[src/rtl/swap_pkg.sv]
package swap_pkg;

    localparam int WORD_W = 32;
    localparam int BYTE_W = 8;
    localparam int LANES  = WORD_W / BYTE_W;
    localparam int LANE_W = $clog2(LANES);
    localparam int REG_W  = 4;

    typedef enum logic [1:0] {
        ST_IDLE,
        ST_READ,
        ST_WRITE,
        ST_FIN
    } seq_state_e;

    typedef struct packed {
        logic             valid;
        logic             is_byte;
        logic [REG_W-1:0] base_reg;
        logic [REG_W-1:0] dst_reg;
        logic [REG_W-1:0] src_reg;
    } swap_op_t;

    function automatic swap_op_t decode_swap(input logic [27:0] w);
        swap_op_t op;
        op.valid    = (w[27:24] == 4'b0001) && !w[23] && (w[21:20] == 2'b00)
                    && (w[11:8] == 4'b0000) && (w[7:4] == 4'b1001);
        op.is_byte  = w[22];
        op.base_reg = w[19:16];
        op.dst_reg  = w[15:12];
        op.src_reg  = w[3:0];
        return op;
    endfunction

    function automatic logic [LANES-1:0] lane_mask(input logic is_byte,
                                                   input logic [LANE_W-1:0] lane);
        logic [LANES-1:0] m;
        for (int l = 0; l < LANES; l++)
            m[l] = !is_byte || (LANE_W'(l) == lane);
        return m;
    endfunction

    function automatic logic [WORD_W-1:0] spread_byte(input logic is_byte,
                                                      input logic [WORD_W-1:0] v);
        logic [WORD_W-1:0] r;
        r = v;
        if (is_byte)
            for (int l = 0; l < LANES; l++)
                r[l*BYTE_W +: BYTE_W] = v[BYTE_W-1:0];
        return r;
    endfunction

endpackage

[src/rtl/swap_decode.sv]
module swap_decode
    import swap_pkg::*;
(
    input  logic [27:0] body,
    output swap_op_t    op
);
    always_comb op = decode_swap(body);
endmodule

[src/rtl/swap_lane_pick.sv]
module swap_lane_pick
    import swap_pkg::*;
(
    input  logic              is_byte,
    input  logic [LANE_W-1:0] lane,
    input  logic [WORD_W-1:0] word,
    output logic [WORD_W-1:0] value
);
    logic [BYTE_W-1:0] lane_bytes [LANES];
    logic [BYTE_W-1:0] picked;

    for (genvar g = 0; g < LANES; g++) begin : g_lane
        assign lane_bytes[g] = word[g*BYTE_W +: BYTE_W];
    end

    always_comb begin
        picked = lane_bytes[0];
        for (int l = 1; l < LANES; l++)
            if (LANE_W'(l) == lane) picked = lane_bytes[l];
        value = is_byte ? {{(WORD_W-BYTE_W){1'b0}}, picked} : word;
    end
endmodule

[src/rtl/swap_datapath.sv]
module swap_datapath
    import swap_pkg::*;
(
    input  logic              clk,
    input  logic              rst,
    input  logic              capture,
    input  logic              load_en,
    input  swap_op_t          op,
    input  logic [WORD_W-1:0] rn_val,
    input  logic [WORD_W-1:0] rm_val,
    input  logic [WORD_W-1:0] mem_rdata,
    input  logic              mem_req,
    input  logic              mem_we,
    output logic [WORD_W-1:0] mem_addr,
    output logic [WORD_W-1:0] mem_wdata,
    output logic [LANES-1:0]  mem_be,
    output logic [REG_W-1:0]  wb_reg,
    output logic [WORD_W-1:0] wb_data
);
    logic [WORD_W-1:0] addr_q, temp_q, load_q;
    logic [REG_W-1:0]  dst_q;
    logic              byte_q;
    logic [WORD_W-1:0] load_shaped;

    always_ff @(posedge clk) begin
        if (rst) begin
            addr_q <= '0;
            temp_q <= '0;
            load_q <= '0;
            dst_q  <= '0;
            byte_q <= 1'b0;
        end else begin
            if (capture) begin
                addr_q <= rn_val;
                temp_q <= rm_val;
                dst_q  <= op.dst_reg;
                byte_q <= op.is_byte;
            end
            if (load_en) load_q <= load_shaped;
        end
    end

    swap_lane_pick u_pick (
        .is_byte (byte_q),
        .lane    (addr_q[LANE_W-1:0]),
        .word    (mem_rdata),
        .value   (load_shaped)
    );

    assign mem_addr  = addr_q;
    assign mem_wdata = spread_byte(byte_q, temp_q);
    assign mem_be    = lane_mask(byte_q, addr_q[LANE_W-1:0]);
    assign wb_reg    = dst_q;
    assign wb_data   = load_q;

    p_byte_lane_r5: assert property (@(posedge clk) disable iff (rst)
        (mem_req && mem_we && byte_q) |-> ($countones(mem_be) == 1));
    p_word_lanes_r3: assert property (@(posedge clk) disable iff (rst)
        (mem_req && mem_we && !byte_q) |-> (mem_be == '1));
endmodule

[src/rtl/swap_fsm.sv]
module swap_fsm
    import swap_pkg::*;
(
    input  logic clk,
    input  logic rst,
    input  logic start,
    input  logic op_valid,
    input  logic cond_pass,
    input  logic mem_ack,
    input  logic mem_abort,
    output logic capture,
    output logic load_en,
    output logic mem_req,
    output logic mem_we,
    output logic mem_lock,
    output logic mem_nocache,
    output logic mem_cache_upd,
    output logic done,
    output logic aborted,
    output logic wb_en,
    output logic irq_hold
);
    seq_state_e state_q, state_d;
    logic ok_q, ok_d, abort_q, abort_d;

    always_comb begin
        state_d = state_q;
        ok_d    = ok_q;
        abort_d = abort_q;
        capture = 1'b0;
        load_en = 1'b0;
        unique case (state_q)
            ST_IDLE: if (start && op_valid) begin
                capture = 1'b1;
                ok_d    = 1'b0;
                abort_d = 1'b0;
                state_d = cond_pass ? ST_READ : ST_FIN;
            end
            ST_READ: if (mem_ack) begin
                if (mem_abort) begin
                    abort_d = 1'b1;
                    state_d = ST_FIN;
                end else begin
                    load_en = 1'b1;
                    state_d = ST_WRITE;
                end
            end
            ST_WRITE: if (mem_ack) begin
                abort_d = mem_abort;
                ok_d    = !mem_abort;
                state_d = ST_FIN;
            end
            ST_FIN: state_d = ST_IDLE;
            default: state_d = ST_IDLE;
        endcase
    end

    always_ff @(posedge clk) begin
        if (rst) begin
            state_q <= ST_IDLE;
            ok_q    <= 1'b0;
            abort_q <= 1'b0;
        end else begin
            state_q <= state_d;
            ok_q    <= ok_d;
            abort_q <= abort_d;
        end
    end

    assign mem_req       = (state_q == ST_READ) || (state_q == ST_WRITE);
    assign mem_we        = (state_q == ST_WRITE);
    assign mem_lock      = mem_req;
    assign mem_nocache   = (state_q == ST_READ);
    assign mem_cache_upd = (state_q == ST_WRITE);
    assign done          = (state_q == ST_FIN);
    assign aborted       = done && abort_q;
    assign wb_en         = done && ok_q;
    assign irq_hold      = (state_q != ST_IDLE);

    p_req_locked_r4: assert property (@(posedge clk) disable iff (rst)
        mem_req |-> mem_lock);
    p_lock_held_r4: assert property (@(posedge clk) disable iff (rst)
        (mem_lock && !mem_ack) |=> mem_lock);
    p_read_bypass_r6: assert property (@(posedge clk) disable iff (rst)
        (mem_req && !mem_we) |-> mem_nocache);
    p_write_refresh_r7: assert property (@(posedge clk) disable iff (rst)
        (mem_req && mem_we) |-> mem_cache_upd);
    p_done_single_r10: assert property (@(posedge clk) disable iff (rst)
        done |=> !done);
    p_wb_clean_r8: assert property (@(posedge clk) disable iff (rst)
        wb_en |-> (done && !aborted));
    p_read_abort_nowrite_r8: assert property (@(posedge clk) disable iff (rst)
        (mem_req && !mem_we && mem_ack && mem_abort) |=> !mem_req);
    p_idle_quiet_r2: assert property (@(posedge clk) disable iff (rst)
        !irq_hold |-> !mem_lock);
endmodule

[src/rtl/swap_seq.sv]
module swap_seq
    import swap_pkg::*;
(
    input  logic        clk,
    input  logic        rst,
    input  logic        start,
    input  logic [31:0] instr,
    input  logic        cond_pass,
    input  logic [31:0] rn_val,
    input  logic [31:0] rm_val,
    output logic        mem_req,
    output logic        mem_we,
    output logic        mem_lock,
    output logic        mem_nocache,
    output logic        mem_cache_upd,
    output logic [31:0] mem_addr,
    output logic [31:0] mem_wdata,
    output logic [3:0]  mem_be,
    input  logic        mem_ack,
    input  logic        mem_abort,
    input  logic [31:0] mem_rdata,
    output logic        done,
    output logic        aborted,
    output logic        wb_en,
    output logic [3:0]  wb_reg,
    output logic [31:0] wb_data,
    output logic        irq_hold
);
    swap_op_t op;
    logic     capture, load_en;
    logic     unused_cond;

    assign unused_cond = ^instr[31:28];

    swap_decode u_dec (
        .body (instr[27:0]),
        .op   (op)
    );

    swap_fsm u_fsm (
        .clk           (clk),
        .rst           (rst),
        .start         (start),
        .op_valid      (op.valid),
        .cond_pass     (cond_pass),
        .mem_ack       (mem_ack),
        .mem_abort     (mem_abort),
        .capture       (capture),
        .load_en       (load_en),
        .mem_req       (mem_req),
        .mem_we        (mem_we),
        .mem_lock      (mem_lock),
        .mem_nocache   (mem_nocache),
        .mem_cache_upd (mem_cache_upd),
        .done          (done),
        .aborted       (aborted),
        .wb_en         (wb_en),
        .irq_hold      (irq_hold)
    );

    swap_datapath u_dp (
        .clk       (clk),
        .rst       (rst),
        .capture   (capture),
        .load_en   (load_en),
        .op        (op),
        .rn_val    (rn_val),
        .rm_val    (rm_val),
        .mem_rdata (mem_rdata),
        .mem_req   (mem_req),
        .mem_we    (mem_we),
        .mem_addr  (mem_addr),
        .mem_wdata (mem_wdata),
        .mem_be    (mem_be),
        .wb_reg    (wb_reg),
        .wb_data   (wb_data)
    );
endmodule

[config.mk]
export PLATFORM = sky130hd
export DESIGN_NAME = swap_seq
export DESIGN_NICKNAME = d
export VERILOG_FILES = /design/src/rtl/swap_pkg.sv /design/src/rtl/swap_decode.sv /design/src/rtl/swap_lane_pick.sv /design/src/rtl/swap_datapath.sv /design/src/rtl/swap_fsm.sv /design/src/rtl/swap_seq.sv
export SDC_FILE = /design/constraint.sdc
export NUM_CORES = 1
export LEC_CHECK = 0
export BUFFER_PORTS_ARGS = -buffer_cell sky130_fd_sc_hd__buf_2
export CAP_MARGIN = 0
export CORE_ASPECT_RATIO = 0.8
export CORE_MARGIN = 2
export CORE_UTILIZATION = 46
export DETAILED_ROUTE_END_ITERATION = 12
export PLACE_DENSITY = 0.85
export SLEW_MARGIN = 40
export SYNTH_ARGS = -nofsm -noshare
export SYNTH_HDL_FRONTEND = slang
export SYNTH_SLANG_ARGS = --single-unit
export TNS_END_PERCENT = 50
[constraint.sdc]
create_clock -name clk -period 2.26 [get_ports clk]
set_clock_uncertainty 0.15 [all_clocks]
set_input_delay 0.678 -clock clk [delete_from_list [all_inputs] [get_ports clk]]
set_output_delay 0.678 -clock clk [all_outputs]
set_load 0.005 [all_outputs]
==> metrics.md <==
| Metric | Value |
|---|---|
| Xor/xnor share of the synthesized area | `0` |
| Seq pwr share | `0.418` |
| Core area | `between 10000 and 15000 µm²` |
| GR Layer Usage met2 | `0.4176` |
| Critical Path AT | `1.35 ns` |
| Largest family of logic cells by synthesized area | `compound AO/OA/AOI/OAI gates` |
| Synth Area in Simple Gates | `0.1856` |
| Area grow syn2layout | `32.47%` |
| Top post-synthesis cells by area | `dfxtp_1 (44%), a21oi_1 (11%), o21ai_0 (8.5%)` |
| Largest net degree at the start of global routing | `70` |
| Final-report setup violation count | `0` |
| Post-layout util | `0.6237` |
| Initial Util | `0.4708` |
| Initial antenna violation count | `0` |
| Worst setup path end | `mem_wdata[20]` |
| DRC Markers | `0` |
| Cell Pwr Density | `a little over 700 nW/µm²` |
| Worst vdd ir | `0.0006675 V` |
| Worst path top cell family by delay | `buffers and inverters` |
| Internal | `3.216 mW` |
| Asr flop ratio synth | `0` |
| #FFs+latches synth | `105` |
| Worst setup SP type | `register` |
| Crit path buffers/inverters | `2` |
| Post-CTS Setup Inserts | `0` |
| Mux share of post-synthesis cell area | `0.02647` |
| MaxCap Viol Count | `0` |
| Crit-path slowest cell | `dfxtp_2` |
| CP max stage delay | `0.37 ns` |
| Final ANT Viol Nets | `0` |
| Synth Instances | `603` |
| Reg2Reg Setup Slack | `about 0.37 ns` |
| Reg-to-reg critical path endpoint | `u_dp.temp_q[15]` |
| Worst-case clock buffer depth | `2` |
| Setup WS post-layout | `between 0.08 and 0.09 ns` |
| Met3 usage | `0.05682` |
| Seq/Total Area, Yosys | `0.4360` |
| Number of DRC markers in iteration 0 | `roughly 330` |
| WP depth | `4` |
| Adder-cell area share of the yosys netlist | `0.01298` |
| Met1 GRT Util | `0.3190` |
| Hold Slack | `0.3046 ns` |
| Vias per cell | `~5.4` |
| H-tree depth | `3` |
| Clk pwr share | `0.357` |
| Worst-Margin Slew | `0.7105 ns` |
| DPL Wire Length | `slightly above 10000 µm` |
| Sw frac | `0.3045` |
| TritonCTS buffer count | `9` |
| Port Buffers | `234` |
| Layout cells sized above 1 | `0.3554` |
| Crit path from | `u_dp.byte_q` |
| Type of the worst setup path | `register to output pin` |
| Syn avg cell area | `~8 µm²` |
| CTS tree | `done` |
| CTS clk-pin slew, worst paths | `0.07 ns` |
| Ys Warns | `0` |
| Final hold violations | `0` |
| Comb pwr share | `0.224` |
| Worst-case reg-to-reg path depth | `5` |
| First-pass GRT wire length | `~22000 µm` |
| Tmin final | `2.176 ns` |
| GP Congestion | `0.8107` |
| FP Rows | `33` |
| Switch Pwr | `roughly 1.4 mW` |
| Pre-CTS WS | `-0.03351 ns` |
| Die area | `11320 µm²` |
| Post-synth EDFFs | `0` |
| Worst EP required | `1.43 ns` |
| Lkg Pwr | `2.701 nW` |
| Worst setup EP type | `output pin` |
| Synth Flop Type | `dfxtp_1` |
| Gr usage total | `0.2439` |
| Die Width | `118.5 µm` |
| N_diodes | `0` |
| Area leader, netlist | `dfxtp_1` |
| RSZ-0062 raised after global routing | `false` |
| Status | `finished, final reports clean` |
| Syn_nets | `~740` |
| Crit path cell chain | `buf_8, nand2_1, o21ai_0, buf_2` |
| Avg WL per Cell | `15.16 µm` |
| Mapped cell area | `4821 µm²` |
| Total clock sinks | `105` |
| Via Count | `5040` |
| Vias in the first global route | `4558` |
| Slew Viols, Final | `0` |
| Achievable frequency | `approximately 0.46 GHz` |
| Routed wire length | `14280 µm` |
| Die Y | `95.57 µm` |
| Slew HR | `0.5263` |
| Ratio of final minimum period to clock period | `0.9629` |
| Synth cell types | `42` |
| I/O pins | `around 250` |
| Latest clock arrival within the worst-skew pair | `0.33 ns` |
| Setup TNS | `0 ns` |
| CTS root buf | `clkbuf_16` |
| Compound-Gate Fraction of Synth Area | `0.2453` |
| Peak-usage layer in the global routing report | `met2` |
| Drt first pass iters | `4` |
| Nets | `936` |
| Post-synth top area share | `0.4360` |
| Worst r2r src | `u_fsm.state_q[1]` |
| HP Class | `register to register` |
| Global route overflow | `0` |
| Crit-path max FO | `32` |
cell families after synthesis:
| logic type | after synthesis |
|---|---|
| AOI/OAI and AO/OA | 220 |
| adders and majority gates | 5 |
| buffers and inverters | 100 |
| DFF | 105 |
| muxes | 9 |
| and+or+nand+nor | 164 |
power groups by stage:
| stage | registers, mW | clock network [mW] | logic, mW |
|---|---|---|---|
| floorplan | 1.98 | 0 | 0.652 |
| global placement | 1.98 | 0 | 1.02 |
| detailed placement | 1.98 | 0 | 1.03 |
| CTS | 1.93 | 1.68 | 1.04 |
| global route | 1.94 | 1.77 | 1.15 |
| finish | 1.94 | 1.65 | 1.04 |
stage by stage:
step / instance area (µm²) / power (mW) / std cells
2_1_floorplan: 4821 / 2.630 / 603
3_3_place_gp: 6046 / 2.994 / 926
3_5_place_dp: 6046 / 3.004 / 926
4_1_cts: 6371 / 4.657 / 942
5_1_grt: 6386 / 4.857 / 942
6_report: 6386 / 4.624 / 942
routing by layer:
| layer | wire [µm] | part of all wire |
|---|---|---|
| met1 | 6346 | 0.44 |
| met2 | 6977 | 0.49 |
| met3 | 843 | 0.059 |
| met4 | 114 | 0.0080 |
| met5 | 0 | 0 |
cell usage after synthesis, types with 3 or more instances:
| cell type | n |
|---|---|
| o21ai_1 | 15 |
| o21ai_0 | 82 |
| nand3_1 | 69 |
| buf_4 | 10 |
| nand2_1 | 20 |
| buf_2 | 10 |
| inv_1 | 31 |
| mux2i_1 | 6 |
| mux4_2 | 3 |
| o221ai_1 | 4 |
| clkbuf_1 | 38 |
| a211oi_1 | 4 |
| nor2_1 | 34 |
| a21oi_1 | 103 |
| dfxtp_1 | 105 |
| nor3b_1 | 23 |
| buf_1 | 6 |
| a2bb2oi_1 | 4 |
| ha_1 | 5 |
| nor3_1 | 3 |
worst min path at each step:
stage                         start         endpoint  cells after the start
floorplan             u_fsm.abort_q    u_fsm.abort_q                      2
CTS                 u_dp.wb_data[1]  u_dp.wb_data[1]                      2
global route        u_dp.wb_data[2]  u_dp.wb_data[2]                      2
global placement    u_dp.wb_data[3]  u_dp.wb_data[3]                      2
detailed placement  u_dp.wb_data[1]  u_dp.wb_data[1]                      2
finish              u_dp.wb_data[1]  u_dp.wb_data[1]                      2
placed cells by master (no fill, tap or decap), types with 10 or more instances in the layout:
cell type  netlist  final
buf_2           10    233
a21oi_1        103    103
dfxtp_1        105    102
o21ai_0         82     82
nand3_1         69     69
nor2_1          34     33
inv_1           31     30
nor3b_1         23     23
nand2_1         20     20
o21ai_1         15     15
buf_4           10     10
timing repair:
item,CTS,global route
setup endpoints to repair,3,10
pin swaps,0,0
hold buffers,0,0
resized for setup,2,7
cloned,0,0
cell type report:
cell class	instances	area, µm²
clock buffers	9	225.2
fillers	932	3854
clock inverters	7	93.84
well taps	140	175.2
repair buffers	251	1388
multi-input cells	398	2273
inverters	32	125.1
flip-flops and latches	105	2106
worst reg2reg max path: cells and delay by family, from the launching register on:
kind,cells,cell delay (ns)
buffers and inverters,2,0.70
DFF,1,0.34
adders and majority gates,1,0.23
and+or+nand+nor,1,0.23
AOI/OAI and AO/OA,1,0.17
(Power assumes the default switching activity.)
